File: src/rtl/rxs_pkg.sv
package rxs_pkg;

   localparam int RXS_LEN_CODE_W = 2;
   localparam int RXS_MIN_LEN    = 5;

   typedef enum logic {
      ARB_SCAN = 1'b0,
      ARB_TWOS = 1'b1
   } rxs_arb_e;

   function automatic int rxs_kept_width(input logic [RXS_LEN_CODE_W-1:0] code);
      return RXS_MIN_LEN + int'(code);
   endfunction

endpackage

File: src/rtl/rxs_len_table.sv
module rxs_len_table
   import rxs_pkg::*;
#(
   parameter int NUM_LINES  = 16,
   parameter int LINE_IDX_W = 4,
   parameter int RATE_W     = 4
) (
   input  logic                                  clk,
   input  logic                                  rst_n,
   input  logic                                  cfg_wr,
   input  logic [LINE_IDX_W-1:0]                 cfg_line,
   input  logic [RXS_LEN_CODE_W-1:0]             cfg_len_code,
   input  logic [RATE_W-1:0]                     cfg_rx_rate,
   output logic [NUM_LINES*RXS_LEN_CODE_W-1:0]   len_flat,
   output logic                                  restart
);

   logic [RXS_LEN_CODE_W-1:0] len_q [NUM_LINES];

   for (genvar i = 0; i < NUM_LINES; i++) begin : g_line
      always_ff @(posedge clk) begin
         if (!rst_n) begin
            len_q[i] <= '0;
         end else if (cfg_wr && (cfg_line == LINE_IDX_W'(i))) begin
            len_q[i] <= cfg_len_code;
         end
      end
      assign len_flat[i*RXS_LEN_CODE_W +: RXS_LEN_CODE_W] = len_q[i];
   end

   assign restart = cfg_wr && (cfg_rx_rate != '0);

endmodule

File: src/rtl/rxs_prio_arb.sv
module rxs_prio_arb
   import rxs_pkg::*;
#(
   parameter int       NUM_LINES  = 16,
   parameter int       LINE_IDX_W = 4,
   parameter rxs_arb_e IMPL       = ARB_TWOS
) (
   input  logic [NUM_LINES-1:0]  req,
   output logic [NUM_LINES-1:0]  grant,
   output logic [LINE_IDX_W-1:0] grant_idx,
   output logic                  any_req
);

   if (IMPL == ARB_TWOS) begin : g_twos
      assign grant = req & (~req + NUM_LINES'(1));
   end else begin : g_scan
      always_comb begin
         grant = '0;
         for (int i = NUM_LINES - 1; i >= 0; i--) begin
            if (req[i]) begin
               grant    = '0;
               grant[i] = 1'b1;
            end
         end
      end
   end

   always_comb begin
      grant_idx = '0;
      for (int i = 0; i < NUM_LINES; i++) begin
         if (grant[i]) grant_idx = grant_idx | LINE_IDX_W'(i);
      end
   end

   assign any_req = |req;

endmodule

File: src/rtl/rxs_char_mask.sv
module rxs_char_mask
   import rxs_pkg::*;
#(
   parameter int NUM_LINES  = 16,
   parameter int CHAR_W     = 8,
   parameter int LINE_IDX_W = 4
) (
   input  logic [NUM_LINES*CHAR_W-1:0]          data_flat,
   input  logic [NUM_LINES*RXS_LEN_CODE_W-1:0]  len_flat,
   input  logic [LINE_IDX_W-1:0]                sel,
   output logic [CHAR_W-1:0]                    char_out
);

   logic [CHAR_W-1:0]         raw;
   logic [RXS_LEN_CODE_W-1:0] code;
   logic [CHAR_W-1:0]         keep;

   always_comb begin
      raw  = '0;
      code = '0;
      for (int i = 0; i < NUM_LINES; i++) begin
         if (sel == LINE_IDX_W'(i)) begin
            raw  = data_flat[i*CHAR_W +: CHAR_W];
            code = len_flat[i*RXS_LEN_CODE_W +: RXS_LEN_CODE_W];
         end
      end
      for (int b = 0; b < CHAR_W; b++) begin
         keep[b] = (b < rxs_kept_width(code));
      end
      char_out = raw & keep;
   end

endmodule

File: src/rtl/rxs_hold_reg.sv
module rxs_hold_reg #(
   parameter int WORD_W    = 16,
   parameter int VALID_BIT = 15
) (
   input  logic              clk,
   input  logic              rst_n,
   input  logic              capture,
   input  logic [WORD_W-1:0] cap_word,
   input  logic              hold_rd,
   input  logic              restart,
   output logic              armed,
   output logic              full,
   output logic [WORD_W-1:0] hold_word,
   output logic              rx_flag
);

   always_ff @(posedge clk) begin
      if (!rst_n) begin
         armed     <= 1'b0;
         hold_word <= '0;
         rx_flag   <= 1'b0;
      end else begin
         if (hold_rd) begin
            hold_word <= '0;
            rx_flag   <= 1'b0;
         end else if (capture) begin
            hold_word <= cap_word;
            rx_flag   <= 1'b1;
         end
         armed <= (armed && !capture) || hold_rd || restart;
      end
   end

   assign full = hold_word[VALID_BIT];

   // a full word holds until read
   assert_hold_stable_R7: assert property (@(posedge clk) disable iff (!rst_n)
      (full && !hold_rd) |=> $stable(hold_word));

   // a read empties word and flag
   assert_read_clears_R7: assert property (@(posedge clk) disable iff (!rst_n)
      hold_rd |=> (hold_word == '0 && !rx_flag));

   // a capture sets flag and data-present bit
   assert_capture_flag_R4: assert property (@(posedge clk) disable iff (!rst_n)
      capture |=> (rx_flag && hold_word[VALID_BIT]));

   // nothing is taken while disarmed
   assert_disarmed_idle_R1: assert property (@(posedge clk) disable iff (!rst_n)
      capture |-> armed);

   // no capture in a read cycle nor back to back
   assert_no_capture_on_read_R9: assert property (@(posedge clk) disable iff (!rst_n)
      hold_rd |-> !capture);
   assert_single_scan_R9: assert property (@(posedge clk) disable iff (!rst_n)
      capture |=> !capture);

   // a qualifying setup write arms the scan
   assert_restart_arms_R8: assert property (@(posedge clk) disable iff (!rst_n)
      restart |=> armed);

endmodule

File: src/rtl/rx_line_scanner.sv
module rx_line_scanner
   import rxs_pkg::*;
#(
   parameter int       NUM_LINES  = 16,
   parameter int       CHAR_W     = 8,
   parameter int       WORD_W     = 16,
   parameter int       TAG_LSB    = 8,
   parameter int       VALID_BIT  = 15,
   parameter int       RATE_W     = 4,
   parameter rxs_arb_e ARB_IMPL   = ARB_TWOS,
   localparam int      LINE_IDX_W = (NUM_LINES > 1) ? $clog2(NUM_LINES) : 1
) (
   input  logic                          clk,
   input  logic                          rst_n,
   input  logic [NUM_LINES-1:0]          line_valid,
   input  logic [NUM_LINES*CHAR_W-1:0]   line_data,
   output logic [NUM_LINES-1:0]          line_ready,
   input  logic                          cfg_wr,
   input  logic [LINE_IDX_W-1:0]         cfg_line,
   input  logic [RXS_LEN_CODE_W-1:0]     cfg_len_code,
   input  logic [RATE_W-1:0]             cfg_rx_rate,
   input  logic                          rx_int_en,
   input  logic                          hold_rd,
   output logic [WORD_W-1:0]             hold_word,
   output logic                          rx_flag,
   output logic                          rx_irq
);

   if (CHAR_W < RXS_MIN_LEN + (1 << RXS_LEN_CODE_W) - 1) begin : g_bad_char
      $error("CHAR_W too narrow for the largest length code");
   end
   if (TAG_LSB < CHAR_W || TAG_LSB + LINE_IDX_W > VALID_BIT) begin : g_bad_tag
      $error("line tag overlaps character or data-present bit");
   end
   if (VALID_BIT >= WORD_W) begin : g_bad_valid
      $error("data-present bit outside the holding word");
   end
   if (NUM_LINES < 1) begin : g_bad_lines
      $error("NUM_LINES must be at least 1");
   end

   logic [NUM_LINES*RXS_LEN_CODE_W-1:0] len_flat;
   logic                                restart;
   logic [NUM_LINES-1:0]                grant;
   logic [LINE_IDX_W-1:0]               grant_idx;
   logic                                any_req;
   logic [CHAR_W-1:0]                   masked_char;
   logic                                armed;
   logic                                full;
   logic                                scan_ok;
   logic                                capture;
   logic [WORD_W-1:0]                   cap_word;

   rxs_len_table #(
      .NUM_LINES  (NUM_LINES),
      .LINE_IDX_W (LINE_IDX_W),
      .RATE_W     (RATE_W)
   ) u_len (
      .clk          (clk),
      .rst_n        (rst_n),
      .cfg_wr       (cfg_wr),
      .cfg_line     (cfg_line),
      .cfg_len_code (cfg_len_code),
      .cfg_rx_rate  (cfg_rx_rate),
      .len_flat     (len_flat),
      .restart      (restart)
   );

   rxs_prio_arb #(
      .NUM_LINES  (NUM_LINES),
      .LINE_IDX_W (LINE_IDX_W),
      .IMPL       (ARB_IMPL)
   ) u_arb (
      .req       (line_valid),
      .grant     (grant),
      .grant_idx (grant_idx),
      .any_req   (any_req)
   );

   rxs_char_mask #(
      .NUM_LINES  (NUM_LINES),
      .CHAR_W     (CHAR_W),
      .LINE_IDX_W (LINE_IDX_W)
   ) u_mask (
      .data_flat (line_data),
      .len_flat  (len_flat),
      .sel       (grant_idx),
      .char_out  (masked_char)
   );

   assign scan_ok    = armed && !full && !hold_rd;
   assign capture    = scan_ok && any_req;
   assign line_ready = scan_ok ? grant : '0;

   always_comb begin
      cap_word                           = '0;
      cap_word[CHAR_W-1:0]               = masked_char;
      cap_word[TAG_LSB +: LINE_IDX_W]    = grant_idx;
      cap_word[VALID_BIT]                = 1'b1;
   end

   rxs_hold_reg #(
      .WORD_W    (WORD_W),
      .VALID_BIT (VALID_BIT)
   ) u_hold (
      .clk       (clk),
      .rst_n     (rst_n),
      .capture   (capture),
      .cap_word  (cap_word),
      .hold_rd   (hold_rd),
      .restart   (restart),
      .armed     (armed),
      .full      (full),
      .hold_word (hold_word),
      .rx_flag   (rx_flag)
   );

   assign rx_irq = rx_flag && rx_int_en;

   // never more than one grant
   assert_ready_onehot_R5: assert property (@(posedge clk) disable iff (!rst_n)
      $onehot0(line_ready));

   // a grant only goes to a line offering a character
   assert_ready_needs_valid_R6: assert property (@(posedge clk) disable iff (!rst_n)
      (line_ready & ~line_valid) == '0);

   // no grant while the word is full
   assert_no_ready_when_full_R7: assert property (@(posedge clk) disable iff (!rst_n)
      hold_word[VALID_BIT] |-> (line_ready == '0));

   // interrupt only with the flag raised
   assert_irq_flag_R4: assert property (@(posedge clk) disable iff (!rst_n)
      rx_irq |-> rx_flag);

endmodule

File: config.mk
export PLATFORM = sky130hd
export DESIGN_NAME = rx_line_scanner
export DESIGN_NICKNAME = d
export VERILOG_FILES = /design/src/rtl/rxs_pkg.sv /design/src/rtl/rxs_len_table.sv /design/src/rtl/rxs_prio_arb.sv /design/src/rtl/rxs_char_mask.sv /design/src/rtl/rxs_hold_reg.sv /design/src/rtl/rx_line_scanner.sv
export SDC_FILE = /design/constraint.sdc
export NUM_CORES = 1
export LEC_CHECK = 0
export ABC_AREA = 1
export BUFFER_PORTS_ARGS = -buffer_cell sky130_fd_sc_hd__buf_2
export CAP_MARGIN = 20
export CORE_ASPECT_RATIO = 0.7
export CORE_MARGIN = 4
export CORE_UTILIZATION = 49
export CTS_CLUSTER_DIAMETER = 150
export DETAILED_ROUTE_END_ITERATION = 10
export PLACE_DENSITY_LB_ADDON = 0.1
export SLEW_MARGIN = 20
export SYNTH_ARGS = -nofsm -noshare
export SYNTH_HDL_FRONTEND = slang
export SYNTH_HIERARCHICAL = 1
export SYNTH_SLANG_ARGS = --single-unit
File: constraint.sdc
create_clock -name clk -period 2.8 [get_ports clk]
set_input_delay 0.28 -clock clk [delete_from_list [all_inputs] [get_ports clk]]
set_output_delay 0.28 -clock clk [all_outputs]
set_load 0.02 [all_outputs]
==> results by group, run 1 <==
GRT
  – All-Layer GR Usage: 0.289
  – Met2 Track Usage GR: 0.455
  – Gr busiest metal: met2
  – Vias in the first global route: about 5,100
  – Initial antenna violation count: 0
  – Grt met3 use: 0.0604
  – First-pass GRT wire length: 24,600 µm
  – GR Layer Usage met1: 0.415
  – Largest net degree at the start of global routing: 35
  – Grt ovf: 0

Worst setup path
  – Critical Path RT: a little under 3000 ps
  – Slowest stage delay, CP: ~150 ps
  – Reg2Reg Depth: 14
  – CP Max Fanout: 8
  – RR Startpoint: u_len/len_q[0][4]
  – CP Class: in -> reg
  – Crit path launch: line_valid[0]
  – Slowest-stage cell, CP: nand2_4
  – Element type at the critical path start: primary input
  – Worst path arrival time: ~3000 ps
  – Crit path capture type: flop

Drt
  – # DRC: 0
  – DR iter-0 viols: 502
  – Final wirelength: 16,400 µm
  – WL per Instance: between 15 and 20 µm
  – DRT Pass-1 Iters: 6
  – Vias: between 5,000 and 6,000
  – DR vias/cell: between 5 and 6
  – Antenna-violating nets left: 0

STA
  – Hold_ws: 313 ps
  – Slew Viols, Final: 0
  – Max-slew headroom: 0.633
  – Transition time of the tightest slew-check pin: around 550 ps
  – Hold Fails Final Rpt: 0
  – RSZ-0062 raised after global routing: true
  – Fin crit share: 1.00
  – Setup Viol. Count Final: 1
  – Setup TNS: -0.173 ps
  – Fin crit period: about 2800 ps
  – Final WS setup: -0.173 ps
  – Clk_skew: around 6.8 ps
  – Max Clk Rate: 357 MHz

Layout
  – Nets@finish: between 1,000 and 1,500
  – Layout cells sized above 1: 0.390
  – Post-Layout Inst Area: 0.00622 mm²
  – Diodes inserted: 0
  – Area grow syn2layout: 41.4%
  – Storage cell area: roughly 0.0013 mm²
  – Layout fillers: ~710
  – Non-filler cells, final: ~1,100
  – Area of the multi-input gates: between 0.002 and 0.003 mm²

CTS
  – CTS tree: yes
  – # H-tree levels: 2
  – Hold-fix buffers at CTS: 0
  – Reg clk slew, reported paths: approximately 60 ps
  – CTS Buf Count: 5
  – Worst-Skew Late Latency: 280 ps
  – Clock sink count: 50
  – Longest Clk Path Bufs: 2
  – CTS Root Cell: clkbuf_16

Logic synthesis
  – Synth cell types: 34
  – Post-Syn Instances: 703
  – Most common cell in the netlist: nand2_1
  – Post-synth top area share: 0.218
  – Async SR Flop Fraction: 0
  – Mapped cell area: around 0.0044 mm²
  – Synth top area cells: edfxtp_1, nand2_1, nor2_1, dfxtp_1, inv_1
  – Top_reg_cell synth: edfxtp_1
  – Register area share after synthesis: 0.300
  – Mean Syn Cell Area: 6.26 µm²
  – Post-synth top area cell: edfxtp_1
  – Yosys reg bits: 50
  – EDFF count, synth: 32
  – Post-synth top cells: nand2_1, nor2_1, inv_1
  – Synth warnings: 6

Placed design
  – HPWL after detailed placement: between 10,000 and 15,000 µm
  – Final Wtd Congestion: a little over 1
  – Port bufs: 192
  – DP Worst Slack: -256 ps
  – Post-Place Cell Area: about 0.0057 mm²
  – Placed cells: 1,045

Floorplan
  – Initial Utilization: 0.512
  – DIE HEIGHT: slightly below 90 µm
  – Die X: 121 µm
  – IO Pins: 193
  – Die Footprint: between 0.01 and 0.015 mm²
  – Rows: 28
  – Core ar.: 0.00858 mm²

Power
  – Max VDD drop: between 300 and 400 µV
  – Leakage Power: 3.12 nW
  – PD cells: ~340 mW/mm²

Status
  – Status: finished with violations
  – Failing checks: negative setup slack

Worst hold path
  – Hold Crit Start: hold_rd
  – Hold depth: 3
  – Min-delay worst type: in -> reg

Flow run
  – Total of max-cap violations: 0
==> timing repair <==
action,4_1_cts,5_1_grt
endpoints found under the hold margin,0,0
gates resized for setup,0,51
endpoints found under the setup margin,0,8
setup buffers,0,10
==> per-layer routing <==
layer  up-vias  share of wire
met1      2504           0.44
met5         -              0
met4         0          0.013
met2       277           0.44
li1       2681              -
met3        26           0.10
==> cells in the final DEF, fill, tap and decap left out, types with 2 or more instances in the layout <==
master and count:
o21ai_0 9, or2_0 2, a21oi_1 26, buf_6 4, a21oi_2 14, dfxtp_1 18, nor2_4 16, clkbuf_16 5
nand2_4 11, nand3_4 4, nand2_1 207, nor2_1 111, or2_2 7, buf_4 51, conb_1 4, edfxtp_1 32
nand3_2 3, inv_2 7, nor3_1 4, inv_4 2, nand4_1 29, o31ai_2 2, nand3_1 38, nand2_2 19
bufinv_16 2, buf_2 189, buf_12 2, nor2_2 23, inv_1 90
==> state kept, by name, summed over array words and instances, names as in the netlist <==
name	flops
u_hold/armed	1
u_hold/hold_word	16
u_hold/rx_flag	1
u_len/len_q	32
==> report_power, final <==
part           total [W]  switching (W)  internal, W  leakage (nW)
combinational   0.000539       0.000323     0.000216          2.58
sequential      0.000834      0.0000166     0.000817         0.452
clock           0.000761       0.000248     0.000513        0.0940
total            0.00213       0.000587      0.00155          3.12
==> area by class of cell <==
cell class / count / share of cell area
Clock inverter: 3 / 0.0111
Inverter: 101 / 0.0636
Multi-Input combinational cell: 537 / 0.439
Tap cell: 120 / 0.0241
Timing Repair Buffer: 247 / 0.230
Sequential cell: 50 / 0.212
Clock buffer: 5 / 0.0201
==> worst max-delay path, delay by kind of cell <==
kind                   cells  cell delay, ps
AOI/OAI and AO/OA          3             250
buffers and inverters      5             560
and+or+nand+nor           17            1860
==> cells by family after synthesis <==
kind of cell,share of synthesized area
flip-flops,0.300
buffers and inverters,0.117
AND/OR/NAND/NOR,0.507
other,0.00171
AO/OA/AOI/OAI,0.0734
==> per-stage QoR <==
step                      power, W   util
after floorplan            0.00110      -
after global placement     0.00132  0.669
after detailed placement   0.00133  0.669
after CTS                  0.00209  0.691
after global routing       0.00223  0.724
final                      0.00213  0.724
==> worst paths after layout <==
kind / endpoint / slack [ps]
worst max register to register: u_hold/hold_word[5] / 1090
worst min-delay path: u_hold/armed / 310
worst max-delay path: u_hold/hold_word[4] / -0.2
worst min register to register: u_hold/hold_word[11] / 460
Note: power is estimated with default switching activity, not from simulation.
==> run 2, diff against run 1 <==
--- a/config.mk
+++ b/config.mk
@@ -10,12 +10,11 @@
 export CAP_MARGIN = 20
 export CORE_ASPECT_RATIO = 0.7
 export CORE_MARGIN = 4
-export CORE_UTILIZATION = 49
+export CORE_UTILIZATION = 47
 export CTS_CLUSTER_DIAMETER = 150
 export DETAILED_ROUTE_END_ITERATION = 10
-export PLACE_DENSITY_LB_ADDON = 0.1
+export PLACE_DENSITY_LB_ADDON = 0.25
 export SLEW_MARGIN = 20
 export SYNTH_ARGS = -nofsm -noshare
 export SYNTH_HDL_FRONTEND = slang
-export SYNTH_HIERARCHICAL = 1
 export SYNTH_SLANG_ARGS = --single-unit
==> run 2 against run 1 <==
Compared with the run above:
- the run now ends clean
- routed wire length fell by 11%
- area after synthesis down 12%
- critical endpoint is now u_hold.hold_word[5]
- largest cell class unchanged
- critical path type unchanged
- first-iteration DRC count increased by 18%
- highest routed layer unchanged
==> results by group, run 2 <==
Layout
  – Area grow syn2layout: 32.2% (was 41.4%)
  – Diodes inserted: 0 (unchanged)
  – Layout cells sized above 1: 0.317 (was 0.390)
  – Nets@finish: 984 (was 1,101)
  – Top flop regs: u_len.len_q (32), u_hold.hold_word (13), u_hold.armed (1) (was u_len/len_q (32), u_hold/hold_word (16))
  – Most frequent cells in the layout: nand2_1, buf_2, nor2_1 (unchanged)
  – Max reg flops: 32 (unchanged)
  – Biggest register: u_len.len_q (was u_len/len_q)
  – Most common cell after layout, fill and taps aside: nand2_1 (unchanged)

Logic synthesis
  – EDFF count, synth: 32 (unchanged)
  – Mux cell area share after synthesis: 0 (unchanged)
  – Post-synth top cells: nand2_1, nor2_1, inv_1 (unchanged)
  – Simple-gate area share of the yosys netlist: 0.522 (was 0.507)
  – Register area share after synthesis: 0.320 (was 0.300)
  – Synth cell types: 35 (was 34)
  – Synth Area in Compound Gates: 0.0522 (was 0.0734)
  – Yosys reg bits: 46 (was 50)
  – Async SR Flop Fraction: 0 (unchanged)
  – Mapped cell area: 0.00388 mm² (was 0.00440 mm²)
  – Mean Syn Cell Area: 6.16 µm² (was 6.26 µm²)
  – Post-synth top area share: 0.248 (was 0.218)
  – Post-Synth XOR/XNOR Area: 0 (unchanged)
  – Synth warnings: 0 (was 6)
  – Largest family of logic cells by synthesized area: simple AND/OR/NAND/NOR gates (unchanged)
  – Post-synth top area cell: edfxtp_1 (unchanged)
  – Top_reg_cell synth: edfxtp_1 (unchanged)
  – Post-Syn Instances: 630 (was 703)
  – Area share of fa/ha/maj cells after synthesis: 0 (unchanged)
  – Most common cell in the netlist: nand2_1 (unchanged)
  – Synth top area cells: edfxtp_1, nand2_1, nor2_1, dfxtp_1, inv_1 (unchanged)

STA
  – Hold_ws: 296 ps (was 313 ps)
  – Fin crit share: 0.910 (was 1.00)
  – Setup TNS: 0 ps (was -0.173 ps)
  – Clk_skew: 3.70 ps (was 6.77 ps)
  – Slew Viols, Final: 0 (unchanged)
  – Transition time of the tightest slew-check pin: 911 ps (was 550 ps)
  – Max-slew headroom: 0.388 (was 0.633)
  – Setup Viol. Count Final: 0 (was 1)
  – Max Clk Rate: 392 MHz (was 357 MHz)
  – Hold Fails Final Rpt: 0 (unchanged)
  – RSZ-0062 raised after global routing: false (was true)
  – Final WS setup: 251 ps (was -0.173 ps)
  – Fin crit period: 2550 ps (was 2800 ps)

Placed design
  – HPWL after detailed placement: 12,000 µm (was 13,200 µm)
  – DP Worst Slack: 16.9 ps (was -256 ps)
  – Port bufs: 189 (was 192)
  – Final Wtd Congestion: 1.02 (about the same)

Worst hold path
  – Min-delay worst type: in -> reg (unchanged)
  – Hold Crit Start: hold_rd (unchanged)
  – Hold depth: 3 (unchanged)

Power
  – Reg power frac: 0.439 (was 0.391)
  – Clock share of power: 0.329 (was 0.357)
  – Max VDD drop: 237 µV (was 390 µV)
  – Comb power frac: 0.232 (was 0.253)
  – PD cells: 346 mW/mm² (was 343 mW/mm²)
  – Switching Fraction: 0.294 (was 0.275)
  – Pint: 0.00125 W (was 0.00155 W)
  – PnR Total Power: 0.00177 W (was 0.00213 W)
  – Net Switching: 0.000521 W (was 0.000587 W)
  – Leakage Power: 2.71 nW (was 3.12 nW)

Drt
  – Antenna-violating nets left: 0 (unchanged)
  – # DRC: 0 (unchanged)
  – WL per Instance: 15.8 µm (was 15.4 µm)
  – DR vias/cell: 5.34 (was 5.16)
  – Vias: 4,952 (was 5,488)
  – DR iter-0 viols: 593 (was 502)
  – Final wirelength: 14,600 µm (was 16,400 µm)
  – DRT Pass-1 Iters: 7 (was 6)

Worst setup path
  – RR Startpoint: u_hold.hold_word[15] (was u_len/len_q[0][4])
  – Reg2Reg Setup Slack: 490 ps (was 1090 ps)
  – Element type at the critical path start: primary input (unchanged)
  – Worst path arrival time: 2690 ps (was 2950 ps)
  – CP Capture Point: u_hold.hold_word[5] (was u_hold/hold_word[4])
  – Crit path launch: line_valid[5] (was line_valid[0])
  – Crit path capture type: flop (unchanged)
  – Reg2Reg Depth: 7 (was 14)
  – CP Class: in -> reg (unchanged)
  – Critical Path RT: 2940 ps (was 2950 ps)
  – R2r endpoint: u_hold.hold_word[0] (was u_hold/hold_word[5])
  – CP Max Fanout: 7 (was 8)

CTS
  – CTS Root Cell: clkbuf_16 (unchanged)
  – Post-CTS Setup Inserts: 0 (unchanged)
  – CTS tree: yes (unchanged)
  – Longest Clk Path Bufs: 2 (unchanged)
  – Worst-Skew Late Latency: 290 ps (was 280 ps)
  – Clock sink count: 46 (was 50)
  – # H-tree levels: 2 (unchanged)
  – Reg clk slew, reported paths: 60 ps (about the same)
  – CTS Buf Count: 5 (unchanged)

Floorplan
  – Die Footprint: 0.00980 mm² (was 0.0106 mm²)
  – Die X: 117 µm (was 121 µm)
  – Rows: 27 (was 28)
  – IO Pins: 193 (unchanged)
  – Core ar.: 0.00794 mm² (was 0.00858 mm²)
  – DIE HEIGHT: 84.0 µm (was 87.3 µm)
  – Initial Utilization: 0.489 (was 0.512)

GRT
  – Vias in the first global route: 4,578 (was 5,051)
  – All-Layer GR Usage: 0.286 (was 0.289)
  – First-pass GRT wire length: 22,300 µm (was 24,600 µm)
  – Initial antenna violation count: 0 (unchanged)
  – Largest net degree at the start of global routing: 34 (was 35)
  – Grt ovf: 0 (unchanged)

Flow run
  – Total of max-cap violations: 0 (unchanged)

Status
  – Status: completed (was finished with violations)
run 2: cells by family (layout without fill, tap and decap cells):
group,count (synthesis),after routing
simple gates,444,444
flops,46,46
compound gates,38,38
buf+inv,101,295
other cells,1,3
run 2: metrics by stage:
| stage | std cells | utilization | area, µm² |
|---|---|---|---|
| floorplan | 632 | - | 3890 |
| global placement | 919 | 0.628 | 4980 |
| detailed placement | 919 | 0.628 | 4980 |
| CTS | 927 | 0.646 | 5120 |
| global route | 927 | 0.646 | 5130 |
| finish | 927 | 0.646 | 5130 |
run 2: final cells by class:
class	count	area (µm²)
Sequential cell	46	1240
Clock buffer	6	129
Timing Repair Buffer	204	1060
Fill cell	737	2810
Multi-Input combinational cell	485	2240
Inverter	83	315
Tap cell	101	126
Clock inverter	2	13.8
run 2: power groups by stage:
stage	combinational [W]	clock, W	sequential, W
6_report	0.000411	0.000584	0.000777
5_1_grt	0.000454	0.000614	0.000780
3_3_place_gp	0.000396	0	0.000791
2_1_floorplan	0.000205	0	0.000790
3_5_place_dp	0.000403	0	0.000791
4_1_cts	0.000405	0.000589	0.000777
run 2: worst max-delay path, cell delays in order:
cell	delay, ps
buf_2	110
nor2_1	220
nand2_2	130
nor2_8	160
nand3_2	140
nand2_2	120
nor2_1	60
nand2_2	90
nor2_4	50
and2_4	180
nand2_1	60
nand4_1	70
nor2_1	90
nand4_1	90
nor2_1	220
nand4_1	130
nor2_1	110
nand4_1	170
nand2_1	130
a21oi_1	70
run 2: worst min path at each step:
stage	endpoint	slack (ps)
floorplan	u_hold.armed	410
global placement	u_hold.hold_word[4]	460
detailed placement	u_hold.hold_word[3]	460
CTS	u_hold.armed	300
global route	u_hold.armed	320
finish	u_hold.armed	300
run 2: timing repair:
action / in CTS / in global routing
setup endpoints to repair: 0 / 1
resized for setup: 0 / 1
hold buffers: 0 / 0
run 2: layer usage:
metal / up-vias / share of wire / GRT usage / routed length (µm)
met4: 0 / 0.030 / 0.100 / 435
met2: 310 / 0.45 / 0.447 / 6550
met3: 33 / 0.12 / 0.0464 / 1680
li1: 2385 / - / - / -
met5: - / 0 / 0 / 0
met1: 2224 / 0.41 / 0.398 / 5950
